## config.mk

```make
export PLATFORM = sky130hd
export DESIGN_NAME = dac_code_bank
export DESIGN_NICKNAME = d
export VERILOG_FILES = /design/src/rtl/dac_bank_pkg.sv /design/src/rtl/dac_bank_decode.sv /design/src/rtl/dac_code_slot.sv /design/src/rtl/dac_ctrl_regs.sv /design/src/rtl/dac_code_bank.sv
export SDC_FILE = /design/constraint.sdc
export NUM_CORES = 1
export LEC_CHECK = 0
export CAP_MARGIN = 30
export CORE_ASPECT_RATIO = 1.5
export CORE_MARGIN = 5
export CORE_UTILIZATION = 60
export CTS_CLUSTER_SIZE = 28
export DETAILED_ROUTE_END_ITERATION = 16
export DONT_BUFFER_PORTS = 1
export GPL_TIMING_DRIVEN = 0
export PLACE_DENSITY = 0.85
export SETUP_SLACK_MARGIN = 0.4
export SLEW_MARGIN = 20
export SYNTH_ARGS = -nofsm -noshare
export SYNTH_HDL_FRONTEND = slang
export SYNTH_SLANG_ARGS = --single-unit
```

## constraint.sdc

```tcl
create_clock -name clk -period 1.8 [get_ports clk]
set_input_delay 0.18 -clock clk [delete_from_list [all_inputs] [get_ports clk]]
set_output_delay 0.18 -clock clk [all_outputs]
set_load 0.1 [all_outputs]
```

## src/rtl/dac_bank_pkg.sv

```systemverilog
package dac_bank_pkg;

   localparam int unsigned ADDR_W = 4;

   // command codes whose values the decoder depends on
   localparam logic [ADDR_W-1:0] CMD_CTRL0    = 4'b1000;
   localparam logic [ADDR_W-1:0] CMD_CTRL1    = 4'b1001;
   localparam logic [ADDR_W-1:0] CMD_BCAST    = 4'b1010;
   localparam logic [ADDR_W-1:0] CMD_RESERVED = 4'b1011;

   typedef enum logic [2:0] {
      OP_NONE,
      OP_DIRECT,
      OP_CTRL,
      OP_BCAST,
      OP_PAIR
   } wr_op_e;

endpackage

```

## src/rtl/dac_bank_decode.sv

```systemverilog
module dac_bank_decode
   import dac_bank_pkg::*;
#(
   parameter int unsigned NUM_CH = 8
) (
   input  logic                 wr_en,
   input  logic [ADDR_W-1:0]    wr_addr,
   output logic [NUM_CH-1:0]    ch_load,
   output logic [NUM_CH-1:0]    ch_invert,
   output logic [1:0]           ctrl_load,
   output wr_op_e               op
);

   localparam int unsigned SEL_W  = $clog2(NUM_CH);
   localparam int unsigned PAIRS  = NUM_CH / 2;
   localparam int unsigned PAIR_W = SEL_W - 1;

   always_comb begin
      op = OP_NONE;
      if (wr_en) begin
         if (!wr_addr[ADDR_W-1])          op = OP_DIRECT;
         else if (wr_addr[ADDR_W-2])      op = OP_PAIR;
         else if (wr_addr == CMD_BCAST)   op = OP_BCAST;
         else if (wr_addr == CMD_CTRL0 ||
                  wr_addr == CMD_CTRL1)   op = OP_CTRL;
         else                             op = OP_NONE;
      end
   end

   always_comb begin
      ch_load   = '0;
      ch_invert = '0;
      ctrl_load = '0;
      unique case (op)
         OP_DIRECT: begin
            for (int i = 0; i < NUM_CH; i++)
               ch_load[i] = (wr_addr[SEL_W-1:0] == SEL_W'(i));
         end
         OP_BCAST: ch_load = '1;
         OP_PAIR: begin
            for (int p = 0; p < PAIRS; p++) begin
               if (wr_addr[PAIR_W-1:0] == PAIR_W'(p)) begin
                  ch_load[2*p]     = 1'b1;
                  ch_load[2*p+1]   = 1'b1;
                  ch_invert[2*p+1] = 1'b1;
               end
            end
         end
         OP_CTRL: begin
            ctrl_load[0] = (wr_addr == CMD_CTRL0);
            ctrl_load[1] = (wr_addr == CMD_CTRL1);
         end
         default: ;
      endcase
   end

endmodule

```

## src/rtl/dac_code_slot.sv

```systemverilog
module dac_code_slot #(
   parameter int unsigned CODE_W = 12
) (
   input  logic              clk,
   input  logic              rst,
   input  logic              load,
   input  logic              invert,
   input  logic [CODE_W-1:0] din,
   output logic [CODE_W-1:0] q
);

   logic [CODE_W-1:0] nxt;

   assign nxt = invert ? ~din : din;

   always_ff @(posedge clk) begin
      if (rst)       q <= '0;
      else if (load) q <= nxt;
   end

endmodule

```

## src/rtl/dac_ctrl_regs.sv

```systemverilog
module dac_ctrl_regs #(
   parameter int unsigned CODE_W = 12,
   parameter int unsigned NUM_CTRL = 2
) (
   input  logic                       clk,
   input  logic                       rst,
   input  logic [NUM_CTRL-1:0]        load,
   input  logic [CODE_W-1:0]          din,
   output logic [NUM_CTRL*CODE_W-1:0] q
);

   for (genvar k = 0; k < NUM_CTRL; k++) begin : g_ctrl
      logic [CODE_W-1:0] r;
      always_ff @(posedge clk) begin
         if (rst)          r <= '0;
         else if (load[k]) r <= din;
      end
      assign q[k*CODE_W +: CODE_W] = r;
   end

endmodule

```

## src/rtl/dac_code_bank.sv

```systemverilog
module dac_code_bank
   import dac_bank_pkg::*;
#(
   parameter int unsigned CODE_W = 12,
   parameter int unsigned NUM_CH = 8
) (
   input  logic                       clk,
   input  logic                       rst,
   input  logic                       wr_en,
   input  logic [3:0]                 wr_addr,
   input  logic [CODE_W-1:0]          wr_data,
   output logic [NUM_CH*CODE_W-1:0]   dac_codes,
   output logic [CODE_W-1:0]          ctrl0,
   output logic [CODE_W-1:0]          ctrl1
);

   localparam int unsigned NUM_CTRL = 2;

   if (NUM_CH != 8) begin : g_bad_ch
      $error("dac_code_bank: the 4-bit command map needs NUM_CH = 8");
   end
   if (CODE_W < 1 || CODE_W > 32) begin : g_bad_w
      $error("dac_code_bank: CODE_W must lie in 1..32");
   end

   logic [NUM_CH-1:0]          ch_load;
   logic [NUM_CH-1:0]          ch_invert;
   logic [NUM_CTRL-1:0]        ctrl_load;
   logic [NUM_CTRL*CODE_W-1:0] ctrl_q;
   wr_op_e                     op;

   dac_bank_decode #(.NUM_CH(NUM_CH)) u_dec (
      .wr_en     (wr_en),
      .wr_addr   (wr_addr),
      .ch_load   (ch_load),
      .ch_invert (ch_invert),
      .ctrl_load (ctrl_load),
      .op        (op)
   );

   for (genvar i = 0; i < NUM_CH; i++) begin : g_ch
      dac_code_slot #(.CODE_W(CODE_W)) u_slot (
         .clk    (clk),
         .rst    (rst),
         .load   (ch_load[i]),
         .invert (ch_invert[i]),
         .din    (wr_data),
         .q      (dac_codes[i*CODE_W +: CODE_W])
      );
   end

   dac_ctrl_regs #(.CODE_W(CODE_W), .NUM_CTRL(NUM_CTRL)) u_ctrl (
      .clk  (clk),
      .rst  (rst),
      .load (ctrl_load),
      .din  (wr_data),
      .q    (ctrl_q)
   );

   assign ctrl0 = ctrl_q[0 +: CODE_W];
   assign ctrl1 = ctrl_q[CODE_W +: CODE_W];

endmodule


```

== Yosys cells after proc, flatten, opt, wreduce, memory -nomap -nowiden ==
Index checks and enable logic that the tools add are counted.

* Register bits after elaboration: 120
* Input bits: 19

* Eq/ne operators: 17
* Multiplexer cells: 23
* Bitwise operators: 1
* Reductions and logical operators: 3

{| class="wikitable"
|+ Operators by type and width
! kind !! count
|-
| 12-bit two-way mux || 4
|-
| 8-bit one-hot mux with 3 select lines || 1
|-
| 3-bit equality test (second input constant) || 5
|-
| 3-bit by 2-bit equality test with 1-bit output (second input constant) || 4
|-
| 4-bit equality test (second input constant) || 3
|-
| 2-bit two-way mux || 6
|-
| 3-bit two-way mux || 4
|-
| 12-bit inverter || 1
|-
| 1-bit two-way mux || 8
|-
| 3-bit by 1-bit equality test with 1-bit output (second input constant) || 2
|-
| 2-bit equality test (second input constant) || 2
|-
| 3-bit logical NOT || 1
|-
| 2-bit by 1-bit equality test with 1-bit output (second input constant) || 1
|-
| 2-bit logical NOT || 1
|-
| 1-bit logical OR || 1
|}

== Longest topological paths before layout ==
Gate-level depths: netlist of the first run.

* Depth in word-level cells: 10
* Mapped depth: 6
* Mapped depth without buffers: 4

== Cells and area by module ==
Synthesis of the first run repeated with hierarchy kept, for this count alone.

* Cells, all modules: 544
* Area total of the unflattened synthesis: 5181.2 sq um

{| class="wikitable"
|+ By module, submodules not included
! module !! instances !! cells each !! area each (sq um) !! sequential area each (sq um)
|-
| dac_code_slot || 8 || 52 || 504.2 || 240.2
|-
| dac_ctrl_regs || 1 || 76 || 843.3 || 480.5
|-
| dac_bank_decode || 1 || 52 || 304.0 || 0.0
|}

== Worst setup path after synthesis of the first run ==
No wires, ideal clock.

* Path type: input -> register
* Start point: in wr_addr[0]
* End point: reg g_ch[7].u_slot.q[4]
* Data arrival time: 1.333 ns
* Required time: 1.714 ns
* Path slack: 0.382 ns
* Cell stages on the path: 6
* Path buffers: 2
* Cells stage by stage: buf_2 -> or3b_1 -> a21oi_2 -> buf_6 -> nor2_1 -> a211oi_1

* Longest elaborated chain between the ends: 10
* Elaborated cells on any way between the ends: 19

{| class="wikitable"
|+ Ends and longest elaborated chain
! what !! line !! text
|-
| start: declaration || dac_code_bank.sv:10 || <nowiki>input logic [3:0] wr_addr,</nowiki>
|-
| 4-bit equality test (on tied branches) || dac_bank_decode.sv:24, dac_bank_decode.sv:25 ||
|-
| 1-bit logical OR || dac_bank_decode.sv:24 || <nowiki>else if (wr_addr == CMD_CTRL0 ||</nowiki>
|-
| 2-bit two-way mux || dac_bank_decode.sv:24 ||
|-
| 3-bit two-way mux || dac_bank_decode.sv:23 || <nowiki>else if (wr_addr == CMD_BCAST) op = OP_BCAST;</nowiki>
|-
| 3-bit two-way mux || dac_bank_decode.sv:22 || <nowiki>else if (wr_addr[ADDR_W-2]) op = OP_PAIR;</nowiki>
|-
| 3-bit two-way mux || dac_bank_decode.sv:21 || <nowiki>if (!wr_addr[ADDR_W-1]) op = OP_DIRECT;</nowiki>
|-
| 3-bit two-way mux || dac_bank_decode.sv:20 || <nowiki>if (wr_en) begin</nowiki>
|-
| 3-bit equality test || dac_bank_decode.sv:34 || <nowiki>unique case (op)</nowiki>
|-
| 1-bit two-way mux || dac_bank_decode.sv:34 ||
|-
| 12-bit two-way mux || dac_code_slot.sv:14 || <nowiki>assign nxt = invert ? ~din : din;</nowiki>
|-
| end signal: assignment || dac_code_slot.sv:18 || <nowiki>else if (load) q <= nxt;</nowiki>
|-
| end: declaration || dac_code_slot.sv:9 || <nowiki>output logic [CODE_W-1:0] q</nowiki>
|}

Parallel ways exist; a longest one is shown, timed or not.
A chain may end at the register's enable or synchronous reset.

== Final worst setup path of the first run ==
* Start point: reg g_ch[2].u_slot.q[10]
* End point: out dac_codes[34]

{| class="wikitable"
|+ RTL lines
! what !! line !! text
|-
| start: declaration || dac_code_slot.sv:9 ||
|-
| start signal: assignment || dac_code_slot.sv:18 ||
|-
| end: declaration || dac_code_bank.sv:12 || <nowiki>output logic [NUM_CH*CODE_W-1:0] dac_codes,</nowiki>
|}

No word-level cell between the ends.

==> flow_metrics.tcl, run 1 <==
set metrics [dict create \
    leakage_uw 0.002184 \
    pwr-share-seq_pct 48.7 \
    drc 0 \
    ctsLongestPathBuffers 2 \
    coreArea_um2 8310 \
    critPathKind "reg -> out" \
    synth-simple-area-share_pct 16.58 \
    clkPwrFrac_pct 44.4 \
    dp_slack_ps 213.6 \
    finalHoldViolCount 0 \
    netlist-cell-type-count 38 \
    viasPerCell 5.655 \
    hp-start "wr_en" \
    hold_end "u_ctrl.g_ctrl[0].r[1]$_SDFFE_PP0P_" \
    cp.required_ps 1620 \
    p_comb_share_pct 6.9 \
    p_sw_share_pct 30.43 \
    dp_cells 641 \
    grt_pass1_vias 3905 \
    drt-total-wl_um 13500 \
    synth_area_um2 5047 \
    reg2reg_setup_slack_ps 600 \
    grt_use_total_pct 26.28 \
    nets 573 \
    p_per_area_nw_per_um2 1228 \
    die_area_um2 10380 \
    num_rows 41 \
    postRouteAntennaNets 0 \
    hold_path.class "in -> reg" \
    status "completed" \
    period_share_pct 70.50 \
    dr.first_iter.drc_count 139 \
    synth-seq-area-share_pct 47.60 \
    reg2reg_to "g_ch[3].u_slot.q[9]$_SDFFE_PP0P_" \
    synth_compound_area_share_pct 12.37 \
    synth_fp_nets 553 \
    irDropWorstVdd_mv 0.8550 \
    whs_path_depth 4 \
    insertion_delay_ps 400 \
    rsz0062_at_grt "false" \
    fin_util_pct 71.15 \
    globalRouteOverflowTotal 0 \
    portBuffers 0 \
    gp_congestion 0.8099 \
    worstPathMaxFanout 2 \
    cts_root_buf "clkbuf_16" \
    final_layout_size_suffix_gt1_share_pct 31.98 \
    clkTransAtPathRegs_ps 50 \
    numCtsBuffers 17 \
    synth-xor-area-share_pct 8.676 \
    vias 3806 \
    startpoint_type "flop" \
    grt_pass1_wl_um 20800 \
    cts_sinks 120 \
    yosys_register_bits 120 \
    layout_min_cycle_time_ps 1269 \
    drtPass1Iterations 5 \
    cts_max_level 4 \
    skew_ps 0 \
    synthMuxAreaShare_pct 9.742 \
    report.final.setup_viol 0 \
    syn_to_final_growth_pct 17.15 \
    initial_core_util_pct 60.73 \
    slew-limit-headroom_pct 41.84 \
    cts_tree "built" \
    maxCapViolCount 0 \
    wl_per_cell_um 20.06 \
    grt_max_degree 17 \
    r2r-start "g_ch[3].u_slot.q[9]$_SDFFE_PP0P_" \
    antennaDiodeCount 0 \
    synth_cells 534 \
    reg2reg_depth 2 \
    cp.arrival_ps 1090 \
    io_pins 139 \
    setup-tns-final_ps 0 \
    synthAdderAreaFrac_pct 0 \
    power.internal_uw 5052 \
    fp.dieW_um 84.89 \
    slew_viol_final 0 \
    dp_hpwl_um 9105 \
    antenna_found_initial 0 \
    p_switching_uw 2210 \
    final_cells 673 \
    crit_path_end_kind "output port" \
    timing.fmax_mhz 788.0 \
    syn_area_per_cell_um2 9.452 \
    ys_warn_count 0 \
    max_slew.worst_pin.slew_ps 872.4 \
    synth_top_family_by_area "simple AND/OR/NAND/NOR gates" \
    die_h_um 122.3 \
    fin_ws_ps 530.9 \
]
==> layer usage <==
metal	vias up	wire, um	global-route usage, %
li1	1835	-	-
met1	1787	4728	25.98
met2	155	7111	47.01
met3	29	1203	10.75
met4	0	454	13.17
met5	-	0	0
==> how the worst max path moves through the flow <==
| stage | startpoint | end | depth (start not counted) |
|---|---|---|---|
| floorplan | wr_addr[0] | g_ch[7].u_slot.q[4]$_SDFFE_PP0P_ | 6 |
| global route | wr_addr[0] | g_ch[3].u_slot.q[9]$_SDFFE_PP0P_ | 6 |
| CTS | g_ch[2].u_slot.q[10]$_SDFFE_PP0P_ | dac_codes[34] | 0 |
| finish | g_ch[2].u_slot.q[10]$_SDFFE_PP0P_ | dac_codes[34] | 0 |
| detailed placement | wr_addr[2] | g_ch[1].u_slot.q[3]$_SDFFE_PP0P_ | 5 |
| global placement | wr_addr[0] | g_ch[5].u_slot.q[7]$_SDFFE_PP0P_ | 6 |
==> sequential cells by signal (all words and copies together) (netlist names) <==
register	count
g_ch.u_slot.q	96
u_ctrl.g_ctrl.r	24
==> cell type report <==
class | count | area (um^2)
sequential | 120 | 2552
multi-input combinational | 361 | 2399
fill | 586 | 2397
clock buffer | 22 | 464.2
buffer | 52 | 250.2
tap | 107 | 133.9
clock inverter | 9 | 100.1
timing repair buffer | 1 | 10.01
inverter | 1 | 3.754
==> power groups by stage <==
stage	Clock (uW)	Combinational, uW	Sequential (uW)
after CTS	3260	499	3540
after global placement	0	478	3570
after floorplan	0	388	3540
final	3220	504	3540
after global routing	3390	552	3540
after detailed placement	0	494	3570
==> cell families after synthesis <==
kind of cell              count (synthesis)
AOI/OAI and AO/OA                        91
xor gates and xnor gates                 50
and+or+nand+nor                         171
muxes                                    49
DFF                                     120
buffers and inverters                    53
==> placed cells by master (no fill, tap or decap), types with 17 or more instances in the layout <==
cell type	n
clkbuf_1	22
nand2_1	28
a211oi_1	45
dfxtp_2	120
clkbuf_16	17
mux2i_1	48
nor2_1	87
nand2b_1	26
xnor2_1	38
==> through the flow <==
| stage | power, uW | hold slack [ps] | area (um^2) |
|---|---|---|---|
| 6_report | 7262 | 125.9 | 5913 |
| 5_1_grt | 7487 | 140.3 | 5913 |
| 4_1_cts | 7293 | 104.7 | 5913 |
| 3_5_place_dp | 4064 | 399.6 | 5189 |
| 3_3_place_gp | 4044 | 380.6 | 5189 |
| 2_1_floorplan | 3929 | 366.0 | 5055 |
==> synthesized netlist by cell type, drive strengths merged <==
library cell | number | area [um^2]
a211oi | 48 | 375.4
a21oi | 16 | 87.59
and3 | 1 | 6.260
and4b | 1 | 10.01
and4bb | 2 | 25.02
buf | 33 | 178.9
clkbuf | 19 | 71.32
dfxtp | 120 | 2402
inv | 1 | 3.750
mux2 | 1 | 11.26
mux2i | 48 | 480.5
nand2 | 28 | 105.1
nand2b | 26 | 162.7
nand3 | 1 | 5.000
nand3b | 2 | 27.53
nand4 | 1 | 6.260
nand4bb | 1 | 11.26
nor2 | 88 | 332.8
nor2b | 12 | 75.07
nor3b | 3 | 33.78
o21ai | 25 | 125.1
o31a | 1 | 8.760
o32ai | 1 | 27.53
or2 | 3 | 18.77
or3b | 2 | 17.52
xnor2 | 38 | 332.8
xor2 | 12 | 105.1
==> repair_timing <==
item,in CTS,in global routing
setup endpoints to repair,158,0
hold endpoints to repair,1,0
resized for setup,120,0
hold buffers,1,0
buffers inserted,0,0
No activity file was read; power rests on OpenSTA's default activity.
==> inputs of run 2 (changes only) <==
- clock period: 1.8 -> 1.2 ns (I/O delays scaled with it)
==> flow_metrics.tcl, run 2 (synthesis gave the netlist of run 1 again) <==
set metrics [dict create \
    reg2reg_depth 3 \
    setup-tns-final_ps 0 \
    clkTransAtPathRegs_ps 60 \
    grt_pass1_vias 4640 \
    globalRouteOverflowTotal 0 \
    coreArea_um2 8310 \
    regMostFlops "g_ch.u_slot.q" \
    ctsLongestPathBuffers 2 \
    syn_to_final_growth_pct 56.37 \
    viasPerCell 6.786 \
    antennaDiodeCount 0 \
    finalPower_uw 12340 \
    hold_path.class "in -> reg" \
    irDropWorstVdd_mv 1.382 \
    insertion_delay_ps 420 \
    vias 4906 \
    final_common_cell "dfxtp_4" \
    cts_tree "built" \
    numCtsBuffers 17 \
    reg.largest.list "g_ch.u_slot.q (96), u_ctrl.g_ctrl.r (24)" \
    dp_slack_ps -217.5 \
    grt_max_degree 17 \
    cts_root_buf "clkbuf_16" \
    io_pins 139 \
    fin_util_pct 94.97 \
    die_area_um2 10380 \
    whs_path_depth 4 \
    grt_pass1_wl_um 25850 \
    cts_sinks 120 \
    dp_hpwl_um 9713 \
    initial_core_util_pct 60.73 \
    critPathKind "reg -> out" \
    drtPass1Iterations 5 \
    startpoint_type "flop" \
    wl_per_cell_um 31.02 \
    num_rows 41 \
    crit_path_end_kind "output port" \
    n_fill_cell 191 \
    fin_ws_ps 68.44 \
    timing.fmax_mhz 883.7 \
    cp.required_ps 1080 \
    fp.dieW_um 84.89 \
    drt-total-wl_um 22430 \
    largest_reg_flops 96 \
    slew_viol_final 0 \
    skew_ps 0 \
    maxCapViolCount 0 \
    drc 0 \
    slew-limit-headroom_pct 28.30 \
    worstPathMaxFanout 2 \
    dr.first_iter.drc_count 581 \
    rsz0062_at_grt "true" \
    leakage_uw 0.002889 \
    status "completed" \
    final_layout_size_suffix_gt1_share_pct 63.80 \
    antenna_found_initial 0 \
    cp.arrival_ps 1010 \
    die_h_um 122.3 \
    nets 622 \
    grt_use_total_pct 32.91 \
    layout_min_cycle_time_ps 1132 \
    final_cell_mix "dfxtp_4 (120), nor2_1 (46), a211oi_2 (45)" \
    gp_congestion 0.8265 \
    finalHoldViolCount 0 \
    postRouteAntennaNets 0 \
    max_slew.worst_pin.slew_ps 1076 \
    cts_max_level 4 \
    period_share_pct 94.30 \
    p_per_area_nw_per_um2 1563 \
    report.final.setup_viol 0 \
    cp_num_cells 0 \
    portBuffers 0 \
]
==> run 2: layout make-up <==
cell class / instances / area (um^2) / area share, %
inverters: 1 / 3.754 / 0.04756
clock inverters: 9 / 156.4 / 1.982
flip-flops and latches: 120 / 2853 / 36.14
repair buffers: 50 / 578.1 / 7.324
well taps: 107 / 133.9 / 1.696
multi-input cells: 361 / 3204 / 40.60
plain buffers: 52 / 462.9 / 5.866
clock buffers: 23 / 500.5 / 6.341
==> run 2: repair_timing <==
action | CTS | global route
buffers inserted | 18 | 20
hold buffers | 1 | 0
hold endpoints to repair | 1 | 0
gates resized for setup | 215 | 151
pin swaps | 67 | 32
gates cloned | 8 | 3
endpoints found under the setup margin | 240 | 240
==> run 2: worst paths after layout <==
kind / to / start / slack [ps]
hold reg to reg: u_ctrl.g_ctrl[0].r[9]$_SDFFE_PP0P_ / u_ctrl.g_ctrl[0].r[9]$_SDFFE_PP0P_ / 630
setup reg to reg: g_ch[0].u_slot.q[8]$_SDFFE_PP0P_ / g_ch[0].u_slot.q[8]$_SDFFE_PP0P_ / 110
hold / removal: u_ctrl.g_ctrl[0].r[1]$_SDFFE_PP0P_ / wr_addr[2] / 70
setup / recovery: dac_codes[89] / g_ch[7].u_slot.q[5]$_SDFFE_PP0P_ / 70
==> run 2: per-stage QoR <==
| step | area (um^2) | hold slack [ps] | std cells |
|---|---|---|---|
| 6_report | 7893 | 67.14 | 723 |
| 5_1_grt | 7893 | 109.9 | 723 |
| 4_1_cts | 7106 | 52.13 | 700 |
| 3_5_place_dp | 5543 | 312.9 | 641 |
| 3_3_place_gp | 5543 | 300.1 | 641 |
| 2_1_floorplan | 5409 | 287.2 | 534 |
==> run 2: metal layers <==
metal / wire (um) / global-route usage (%) / part of all wire [%] / vias up
met4: 1718 / 20.99 / 7.7 / 0
li1: - / - / - / 1934
met2: 11190 / 58.77 / 50 / 453
met1: 7016 / 32.18 / 31 / 2355
met5: 0 / 0 / 0 / -
met3: 2505 / 11.08 / 11 / 164
==> run 2: where the power goes <==
group          switching [uW]  total [uW]  internal [uW]
clock                    2000        5790           3790
combinational             798        1370            571
sequential               1200        5170           3980
